File: src/rtl/hio_pkg.sv
`timescale 1ns/1ps
package hio_pkg;
    localparam int ACC_W  = 2;
    localparam int MODE_W = 3;
    localparam int STS_W  = 1 + MODE_W + ACC_W + 2;

    typedef enum logic [ACC_W-1:0] {
        ACC_LATCH = 2'd0,
        ACC_LO    = 2'd1,
        ACC_HI    = 2'd2,
        ACC_LOHI  = 2'd3
    } acc_e;

    // bit 7 output, bit 6 null, bits 5:4 access, bits 3:1 mode, bit 0 bcd
    function automatic logic [STS_W-1:0] pack_status(
        input logic              out_lvl,
        input logic              nul,
        input logic [ACC_W-1:0]  acc,
        input logic [MODE_W-1:0] mode,
        input logic              bcd
    );
        return {out_lvl, nul, acc, mode, bcd};
    endfunction
endpackage

File: src/rtl/hio_wr_asm.sv
`timescale 1ns/1ps
module hio_wr_asm
    import hio_pkg::*;
#(
    parameter int BYTE_W = 8
) (
    input  logic                clk,
    input  logic                rst_n,
    input  logic                ctl_wr,
    input  logic [ACC_W-1:0]    acc,
    input  logic                wr_en,
    input  logic [BYTE_W-1:0]   wr_data,
    input  logic                load_ack,
    output logic [2*BYTE_W-1:0] cnt_reg,
    output logic                cnt_written,
    output logic                null_cnt
);
    localparam int CNT_W = 2 * BYTE_W;

    typedef struct packed {
        logic [CNT_W-1:0]  cnt;
        logic [BYTE_W-1:0] lo;
        logic              lo_pend;
        logic              written;
        logic              nul;
    } wst_t;

    wst_t st_d, st_q;
    logic done;

    always_comb begin
        st_d         = st_q;
        st_d.written = 1'b0;
        done         = 1'b0;
        if (ctl_wr) begin
            st_d.cnt     = '0;
            st_d.lo_pend = 1'b0;
            st_d.nul     = 1'b1;
        end else begin
            if (wr_en) begin
                case (acc_e'(acc))
                    ACC_LO: begin
                        st_d.cnt = {{BYTE_W{1'b0}}, wr_data};
                        done     = 1'b1;
                    end
                    ACC_HI: begin
                        st_d.cnt = {wr_data, {BYTE_W{1'b0}}};
                        done     = 1'b1;
                    end
                    ACC_LOHI: begin
                        if (st_q.lo_pend) begin
                            st_d.cnt     = {wr_data, st_q.lo};
                            st_d.lo_pend = 1'b0;
                            done         = 1'b1;
                        end else begin
                            st_d.lo      = wr_data;
                            st_d.lo_pend = 1'b1;
                        end
                    end
                    default: ;
                endcase
            end
            if (done) begin
                st_d.written = 1'b1;
                st_d.nul     = 1'b1;
            end else if (load_ack) begin
                st_d.nul = 1'b0;
            end
        end
    end

    always_ff @(posedge clk or negedge rst_n) begin
        if (!rst_n) begin
            st_q <= '{cnt: '0, lo: '0, lo_pend: 1'b0, written: 1'b0, nul: 1'b1};
        end else begin
            st_q <= st_d;
        end
    end

    assign cnt_reg     = st_q.cnt;
    assign cnt_written = st_q.written;
    assign null_cnt    = st_q.nul;
endmodule

File: src/rtl/hio_latch.sv
`timescale 1ns/1ps
module hio_latch #(
    parameter int BYTE_W = 8
) (
    input  logic                clk,
    input  logic                rst_n,
    input  logic                latch_cnt,
    input  logic                latch_sts,
    input  logic [2*BYTE_W-1:0] cnt_val,
    input  logic [BYTE_W-1:0]   sts_byte,
    input  logic                cnt_rel,
    input  logic                sts_rel,
    output logic                cnt_lat_v,
    output logic [2*BYTE_W-1:0] cnt_lat,
    output logic                sts_lat_v,
    output logic [BYTE_W-1:0]   sts_lat
);
    localparam int CNT_W = 2 * BYTE_W;

    typedef struct packed {
        logic              cv;
        logic [CNT_W-1:0]  cl;
        logic              sv;
        logic [BYTE_W-1:0] sl;
    } lst_t;

    lst_t st_d, st_q;

    always_comb begin
        st_d = st_q;
        if (cnt_rel) st_d.cv = 1'b0;
        if (sts_rel) st_d.sv = 1'b0;
        // a request is honoured only if nothing of its kind is held
        if (latch_cnt && !st_q.cv) begin
            st_d.cv = 1'b1;
            st_d.cl = cnt_val;
        end
        if (latch_sts && !st_q.sv) begin
            st_d.sv = 1'b1;
            st_d.sl = sts_byte;
        end
    end

    always_ff @(posedge clk or negedge rst_n) begin
        if (!rst_n) begin
            st_q <= '0;
        end else begin
            st_q <= st_d;
        end
    end

    assign cnt_lat_v = st_q.cv;
    assign cnt_lat   = st_q.cl;
    assign sts_lat_v = st_q.sv;
    assign sts_lat   = st_q.sl;
endmodule

File: src/rtl/hio_rd_sel.sv
`timescale 1ns/1ps
module hio_rd_sel
    import hio_pkg::*;
#(
    parameter int BYTE_W = 8
) (
    input  logic                clk,
    input  logic                rst_n,
    input  logic                ctl_wr,
    input  logic [ACC_W-1:0]    acc,
    input  logic                rd_en,
    input  logic                sts_lat_v,
    input  logic [BYTE_W-1:0]   sts_lat,
    input  logic                cnt_lat_v,
    input  logic [2*BYTE_W-1:0] cnt_lat,
    input  logic [2*BYTE_W-1:0] cnt_val,
    output logic [BYTE_W-1:0]   rd_data,
    output logic                cnt_rel,
    output logic                sts_rel
);
    localparam int CNT_W  = 2 * BYTE_W;
    localparam int N_LANE = CNT_W / BYTE_W;

    typedef struct packed {
        logic hi_next;
    } rst_t;

    rst_t st_d, st_q;
    logic [CNT_W-1:0]  src;
    logic [BYTE_W-1:0] lane [N_LANE];
    logic [BYTE_W-1:0] cnt_byte;
    logic              cnt_rd;

    assign src = cnt_lat_v ? cnt_lat : cnt_val;

    for (genvar g = 0; g < N_LANE; g++) begin : g_lane
        assign lane[g] = src[g*BYTE_W +: BYTE_W];
    end

    always_comb begin
        case (acc_e'(acc))
            ACC_HI:   cnt_byte = lane[1];
            ACC_LOHI: cnt_byte = st_q.hi_next ? lane[1] : lane[0];
            default:  cnt_byte = lane[0];
        endcase
        rd_data = sts_lat_v ? sts_lat : cnt_byte;
        cnt_rd  = rd_en && !sts_lat_v;
        sts_rel = rd_en && sts_lat_v;
        cnt_rel = cnt_rd && cnt_lat_v &&
                  ((acc_e'(acc) != ACC_LOHI) || st_q.hi_next);
        st_d = st_q;
        if (cnt_rd && acc_e'(acc) == ACC_LOHI) st_d.hi_next = !st_q.hi_next;
        if (ctl_wr) st_d.hi_next = 1'b0;
    end

    always_ff @(posedge clk or negedge rst_n) begin
        if (!rst_n) begin
            st_q <= '0;
        end else begin
            st_q <= st_d;
        end
    end
endmodule

File: src/rtl/tmr_chan_hostio.sv
`timescale 1ns/1ps
module tmr_chan_hostio
    import hio_pkg::*;
#(
    parameter int BYTE_W = 8
) (
    input  logic                clk,
    input  logic                rst_n,
    input  logic                ctl_wr,
    input  logic [1:0]          ctl_acc,
    input  logic [2:0]          ctl_mode,
    input  logic                ctl_bcd,
    input  logic                wr_en,
    input  logic [BYTE_W-1:0]   wr_data,
    input  logic                rd_en,
    output logic [BYTE_W-1:0]   rd_data,
    input  logic                latch_cnt,
    input  logic                latch_sts,
    input  logic [2*BYTE_W-1:0] cnt_val,
    input  logic                out_lvl,
    input  logic                load_ack,
    output logic [2*BYTE_W-1:0] cnt_reg,
    output logic                cnt_written,
    output logic                null_cnt
);
    localparam int CNT_W = 2 * BYTE_W;

    logic [BYTE_W-1:0] sts_byte;
    logic              cnt_lat_v, sts_lat_v, cnt_rel, sts_rel;
    logic [CNT_W-1:0]  cnt_lat;
    logic [BYTE_W-1:0] sts_lat;

    assign sts_byte = BYTE_W'(pack_status(out_lvl, null_cnt, ctl_acc, ctl_mode, ctl_bcd));

    hio_wr_asm #(.BYTE_W(BYTE_W)) u_wr (
        .clk(clk), .rst_n(rst_n), .ctl_wr(ctl_wr), .acc(ctl_acc),
        .wr_en(wr_en), .wr_data(wr_data), .load_ack(load_ack),
        .cnt_reg(cnt_reg), .cnt_written(cnt_written), .null_cnt(null_cnt)
    );

    hio_latch #(.BYTE_W(BYTE_W)) u_lat (
        .clk(clk), .rst_n(rst_n), .latch_cnt(latch_cnt), .latch_sts(latch_sts),
        .cnt_val(cnt_val), .sts_byte(sts_byte), .cnt_rel(cnt_rel), .sts_rel(sts_rel),
        .cnt_lat_v(cnt_lat_v), .cnt_lat(cnt_lat), .sts_lat_v(sts_lat_v), .sts_lat(sts_lat)
    );

    hio_rd_sel #(.BYTE_W(BYTE_W)) u_rd (
        .clk(clk), .rst_n(rst_n), .ctl_wr(ctl_wr), .acc(ctl_acc), .rd_en(rd_en),
        .sts_lat_v(sts_lat_v), .sts_lat(sts_lat), .cnt_lat_v(cnt_lat_v),
        .cnt_lat(cnt_lat), .cnt_val(cnt_val), .rd_data(rd_data),
        .cnt_rel(cnt_rel), .sts_rel(sts_rel)
    );
endmodule

File: config.mk
export PLATFORM = sky130hd
export DESIGN_NAME = tmr_chan_hostio
export DESIGN_NICKNAME = d
export VERILOG_FILES = /design/src/rtl/hio_pkg.sv /design/src/rtl/hio_wr_asm.sv /design/src/rtl/hio_latch.sv /design/src/rtl/hio_rd_sel.sv /design/src/rtl/tmr_chan_hostio.sv
export SDC_FILE = /design/constraint.sdc
export NUM_CORES = 1
export LEC_CHECK = 0
export ABC_CLOCK_PERIOD_IN_PS = 3250
export BUFFER_PORTS_ARGS = -buffer_cell sky130_fd_sc_hd__buf_2
export CORE_MARGIN = 2
export CORE_UTILIZATION = 54
export DETAILED_ROUTE_END_ITERATION = 7
export GPL_TIMING_DRIVEN = 0
export PLACE_DENSITY = 0.8
export SYNTH_ARGS = -nofsm -noshare
export SYNTH_HDL_FRONTEND = slang
export SYNTH_SLANG_ARGS = --single-unit
File: constraint.sdc
create_clock -name clk -period 3.25 [get_ports clk]
set_input_delay 0.975 -clock clk [delete_from_list [all_inputs] [get_ports clk]]
set_output_delay 0.975 -clock clk [all_outputs]
set_load 0.005 [all_outputs]
Yosys cells after proc, flatten, opt, wreduce, memory -nomap -nowiden
Cells that the tools add are included.
Storage, ports and cells
  bits in registers: 54
  bits of input ports: 39
  output and inout bits: 26
  word-level logic and storage cells: 66
Operators by class
  eq/ne operators: 5
  mux-type cells: 27
  bitwise operators: 2
  reduce and logical (&&, ||, !) cells: 22
Operator list (number)
  16-bit 2-to-1 mux: 3
  16-bit one-hot mux with 3 select lines: 1
  25-bit 2-to-1 mux: 1
  8-bit 2-to-1 mux: 3
  9-bit 2-to-1 mux: 2
  17-bit 2-to-1 mux: 1
  8-bit one-hot mux with 2 select lines: 1
  1-bit 2-to-1 mux: 14
  2-bit nonzero test: 5
  1-bit logical AND: 7
  2-bit == test (second input constant): 2
  4-bit AND reduction: 1
  4-bit nonzero test: 1
  1-bit logical NOT: 3
  3-bit inequality test (second input constant): 1
  3-bit AND reduction: 1
  3-bit nonzero test: 1
  2-bit by 1-bit == test with 1-bit output (second input constant): 1
  2-bit inequality test (second input constant): 1
  1-bit inverter: 2
  1-bit one-hot mux with 2 select lines: 1
  2-bit AND reduction: 1
  2-bit OR reduction: 1
  1-bit logical OR: 1

Longest topological paths before layout
  depth after elaboration: 7
  mapped depth: 7
  gate-level depth less buffers: 5

Modules after synthesis
Synthesis repeated with hierarchy kept, for this count alone.
Second synthesis, totals
  cell total of the unflattened synthesis: 247
  area total of the unflattened synthesis: 3046.7 µm²
Modules (own cells, without submodules)
  hio_wr_asm: instances 1, cells each 124, area each 1470.2 µm², sequential area each 676.9 µm²
  hio_latch: instances 1, cells each 59, area each 1014.7 µm², sequential area each 650.6 µm²
  hio_rd_sel: instances 1, cells each 64, area each 561.8 µm², sequential area each 25.0 µm²

Worst setup path before layout
No wires, ideal clock.
  path kind: in2out
  start point: input ctl_acc[0]
  end point: output rd_data[0]
  data arrival time: 1.971 ns
  required time: 2.275 ns
  slack: 0.304 ns
  stages on the path: 6
  path buffers: 1
  path through: inv_1 > ha_1 > clkbuf_1 > nor2_1 > o21ai_0 > a31oi_1
On the way
  word-level cells in the longest chain between the ends: 3
  elaborated cells on any way between the ends: 4
  classes of those cells: 2 x eq/ne; 2 x mux
Ends and longest elaborated chain
  start: declaration: line tmr_chan_hostio.sv:10  | input logic [1:0] ctl_acc,
  2-bit == test: line hio_rd_sel.sv:41  | case (acc_e'(acc))
  8-bit one-hot mux with 2 select lines (*): line hio_rd_sel.sv:41
  8-bit 2-to-1 mux (*): line hio_rd_sel.sv:46  | rd_data = sts_lat_v ? sts_lat : cnt_byte;
  end: declaration: line tmr_chan_hostio.sv:16  | output logic [BYTE_W-1:0] rd_data,
Mark *: on every way between the ends. The rest lies on a longest branch, timed or not.

Worst setup path after layout
  start point: input ctl_acc[0]
  end point: output rd_data[3]
Same word-level chain as after synthesis.

==> results by group <==
Outcome
  • Status: complete, no violations

Routing
  • Final WL: 5924 µm
  • Vias: 2,093
  • Antenna Violating Nets Remaining: 0
  • 1st-iter DRT viols: 130
  • Vias/cell: 5.353
  • Wirelength per Cell: 15.15 µm
  • First-pass detailed-route iteration total: 4
  • DR DRC count: 0

Yosys
  • Leading post-synthesis cells by cell area: dfrtp_1 46%, mux2_2 22%, buf_4 4.2%
  • Synth warn: 0
  • Post-synth top area share: 46.35%
  • Synth area leader: dfrtp_1
  • Mapped Cells: 251
  • Post-synthesis net count: 295
  • Post-synthesis area per instance: 11.40 µm²
  • Distinct cells, synth: 30
  • Syn Std Cell Area: 0.002861 mm²
  • Register area share after synthesis: 47.27%
  • Synth Register Bits: 54

Finish
  • # diodes: 0
  • Synth-to-Final Area Change: 18.50%
  • NumNets Final: 366
  • Finished Layout Cells: 391
  • Share of layout cells above drive strength 1: 49.22%

STA
  • Number of setup violations in the final report: 0
  • RSZ-0062 raised after global routing: true
  • Slew Limit Headroom: 21.28%
  • Final hold vios: 0
  • Clock Skew: 0.006785 ns
  • Slew Viols, Final: 0
  • Worst Tran Pin Value: 1.181 ns
  • Maximum clock frequency: 317.2 MHz
  • Hold Worst Slack: 0.5078 ns
  • Final WS setup: 0.09695 ns
  • Fin crit share: 97.02%
  • Period minus WS final: 3.153 ns

Setup path
  • CP startpoint kind: input pin
  • Delay-heaviest family, CP: buffers and inverters
  • WS Path Type: input pin to output port
  • Crit path max fanout: 10
  • CP Cell Sequence: clkbuf_4, inv_1, ha_2, buf_6, nor2_4, o21ai_0, a31oi_1, buf_2
  • Reg-to-Reg Start: u_lat.cnt_lat_v
  • Slowest stage delay, CP: 0.20 ns
  • Slowest CP cell: ha_2
  • Critical path arrival: 2.18 ns
  • Worst path buffer plus inverter count: 4
  • Required time worst endpoint: 2.27 ns
  • Crit. Startpoint: ctl_acc[0]
  • Critical path endpoint category: output port

Placement
  • Dpl cells: 385
  • Worst slack, placed: -0.2841 ns
  • I/O Buffers: 64
  • Detailed Place HPWL: 4293 µm
  • Gpl congestion: 0.8236

Die
  • Die ar.: 0.005897 mm²
  • Die width: 76.80 µm
  • Core box area: 0.005107 mm²
  • Die Ht: 76.80 µm
  • Starting Density: 56.03%
  • Ports: 65
  • Std-Cell Rows: 26

Job
  • Max-cap violations: 0

Global route
  • First-pass GRT wire length: 9653 µm
  • Vias in the first global route: 2,006
  • Initial antenna violation count: 0
  • GRT overflow: 0
  • Largest net degree at the start of global routing: 55
  • Total GRT Usage: 20.37%

Clock network
  • CTS Root Cell: clkbuf_8
  • Reg clk slew, reported paths: 0.09 ns
  • Worst-Skew Late Latency: 0.30 ns
  • CTS tree: yes
  • Num CTS Buffers: 5
  • Bufs on Longest Clock Path: 2
  • H-tree levels: 2
  • Post-CTS Setup Repair Bufs: 0
  • Post-CTS Hold Buffers: 0
  • Clock Sinks: 54

Power and ir drop
  • PD cells: 575.1 mW/mm²
  • P_leak: 1.570 nW
  • Worst VDD drop: 284.5 µV

Min path
  • Tightest Hold Check Type: flip-flop to flip-flop
  • Startpoint of the worst hold path: u_lat.cnt_lat[5]
## layout make-up
cell class,count,area (µm²)
Buffer,32,203.9
Fill cell,436,1717
Sequential cell,54,1353
Tap cell,70,87.58
Inverter,4,15.01
Clock buffer,6,82.58
Multi-Input combinational cell,161,1326
Timing Repair Buffer,64,322.8
## worst paths after layout
path                                     end  cells past startpoint  slack (ns)
max                               rd_data[3]                      8         0.1
min                         u_lat.cnt_lat[5]                      1        0.51
max reg2reg                 u_lat.cnt_lat[7]                      5        1.58
min reg2reg                 u_lat.cnt_lat[5]                      1        0.51
max in group asynchronous  u_lat.cnt_lat[10]                      1        1.62
min in group asynchronous   u_wr.cnt_reg[12]                      1        0.90
## per-layer routing
metal	up-vias	track usage, %	wire length, µm
met5	-	0	0
met4	0	8.000	91
met3	7	2.588	230
met2	45	31.14	2785
met1	1014	29.64	2816
li1	1027	-	-
## cells by family (layout without fill, tap and decap cells)
group,Yosys count,count (layout),synth area share [%]
adders and majority gates,5,5,2.186
AOI/OAI and AO/OA,49,49,10.76
and+or+nand+nor,50,50,10.06
DFF,54,54,47.27
muxes,56,56,22.04
xor gates and xnor gates,1,1,0.3061
buffers and inverters,36,106,7.389
## power by group
| part | total (mW) | switching [mW] | internal (mW) |
|---|---|---|---|
| Sequential | 0.917 | 0.0791 | 0.838 |
| Clock | 0.366 | 0.201 | 0.165 |
| Combinational | 0.667 | 0.289 | 0.378 |
## through the flow
step / power [mW] / instance area (µm²) / TNS (ns) / utilization, %
floorplan: 1.387 / 2861 / 0 / -
global placement: 1.553 / 3269 / -2.296 / 64.01
detailed placement: 1.586 / 3269 / -2.072 / 64.01
CTS: 1.947 / 3374 / 0 / 66.07
global route: 2.061 / 3391 / -0.001338 / 66.39
finish: 1.950 / 3391 / 0 / 66.39
## placed cells by master (no fill, tap or decap)
cell type,instances
xor2_1,1
nor2b_1,1
ha_1,3
a31o_4,1
a211oi_1,8
buf_6,2
nand3b_1,1
and3_1,1
mux2_2,56
nor3_1,1
o21ai_0,8
dfrtp_1,53
buf_1,1
nor2b_4,1
a31oi_4,1
nor4bb_1,1
buf_4,16
inv_1,3
o21ai_1,2
ha_2,2
nor3b_1,16
or3_1,1
clkbuf_8,6
clkinv_1,1
a21oi_1,12
clkbuf_1,6
nand2_1,10
and4b_1,1
clkbuf_4,1
nand2b_1,5
dfstp_2,1
buf_2,70
nor2_1,10
o21bai_1,1
nor2_4,1
a31oi_1,16
## synthesized netlist by cell type
| master | instances |
|---|---|
| dfrtp_1 | 53 |
| clkinv_1 | 1 |
| ha_1 | 5 |
| clkbuf_1 | 7 |
| and4b_1 | 1 |
| nand3b_1 | 1 |
| and3_1 | 1 |
| a31oi_4 | 1 |
| a211oi_1 | 8 |
| a21oi_1 | 12 |
| nor4bb_1 | 1 |
| inv_1 | 3 |
| or3_1 | 1 |
| mux2_2 | 56 |
| nor3b_1 | 16 |
| dfstp_2 | 1 |
| buf_6 | 1 |
| buf_2 | 7 |
| o21bai_1 | 1 |
| nand2_1 | 10 |
| nor3_1 | 1 |
| nor2b_1 | 2 |
| buf_4 | 16 |
| buf_1 | 1 |
| a31oi_1 | 16 |
| nor2_1 | 11 |
| nand2b_1 | 5 |
| o21ai_0 | 10 |
| a31o_2 | 1 |
| xor2_1 | 1 |
## what timing repair did
item                       CTS  global route
gates resized for setup      6             8
gates cloned                 0             0
pin swaps                    0             3
setup endpoints to repair    8             8
Power figures use the tool's default switching activity.
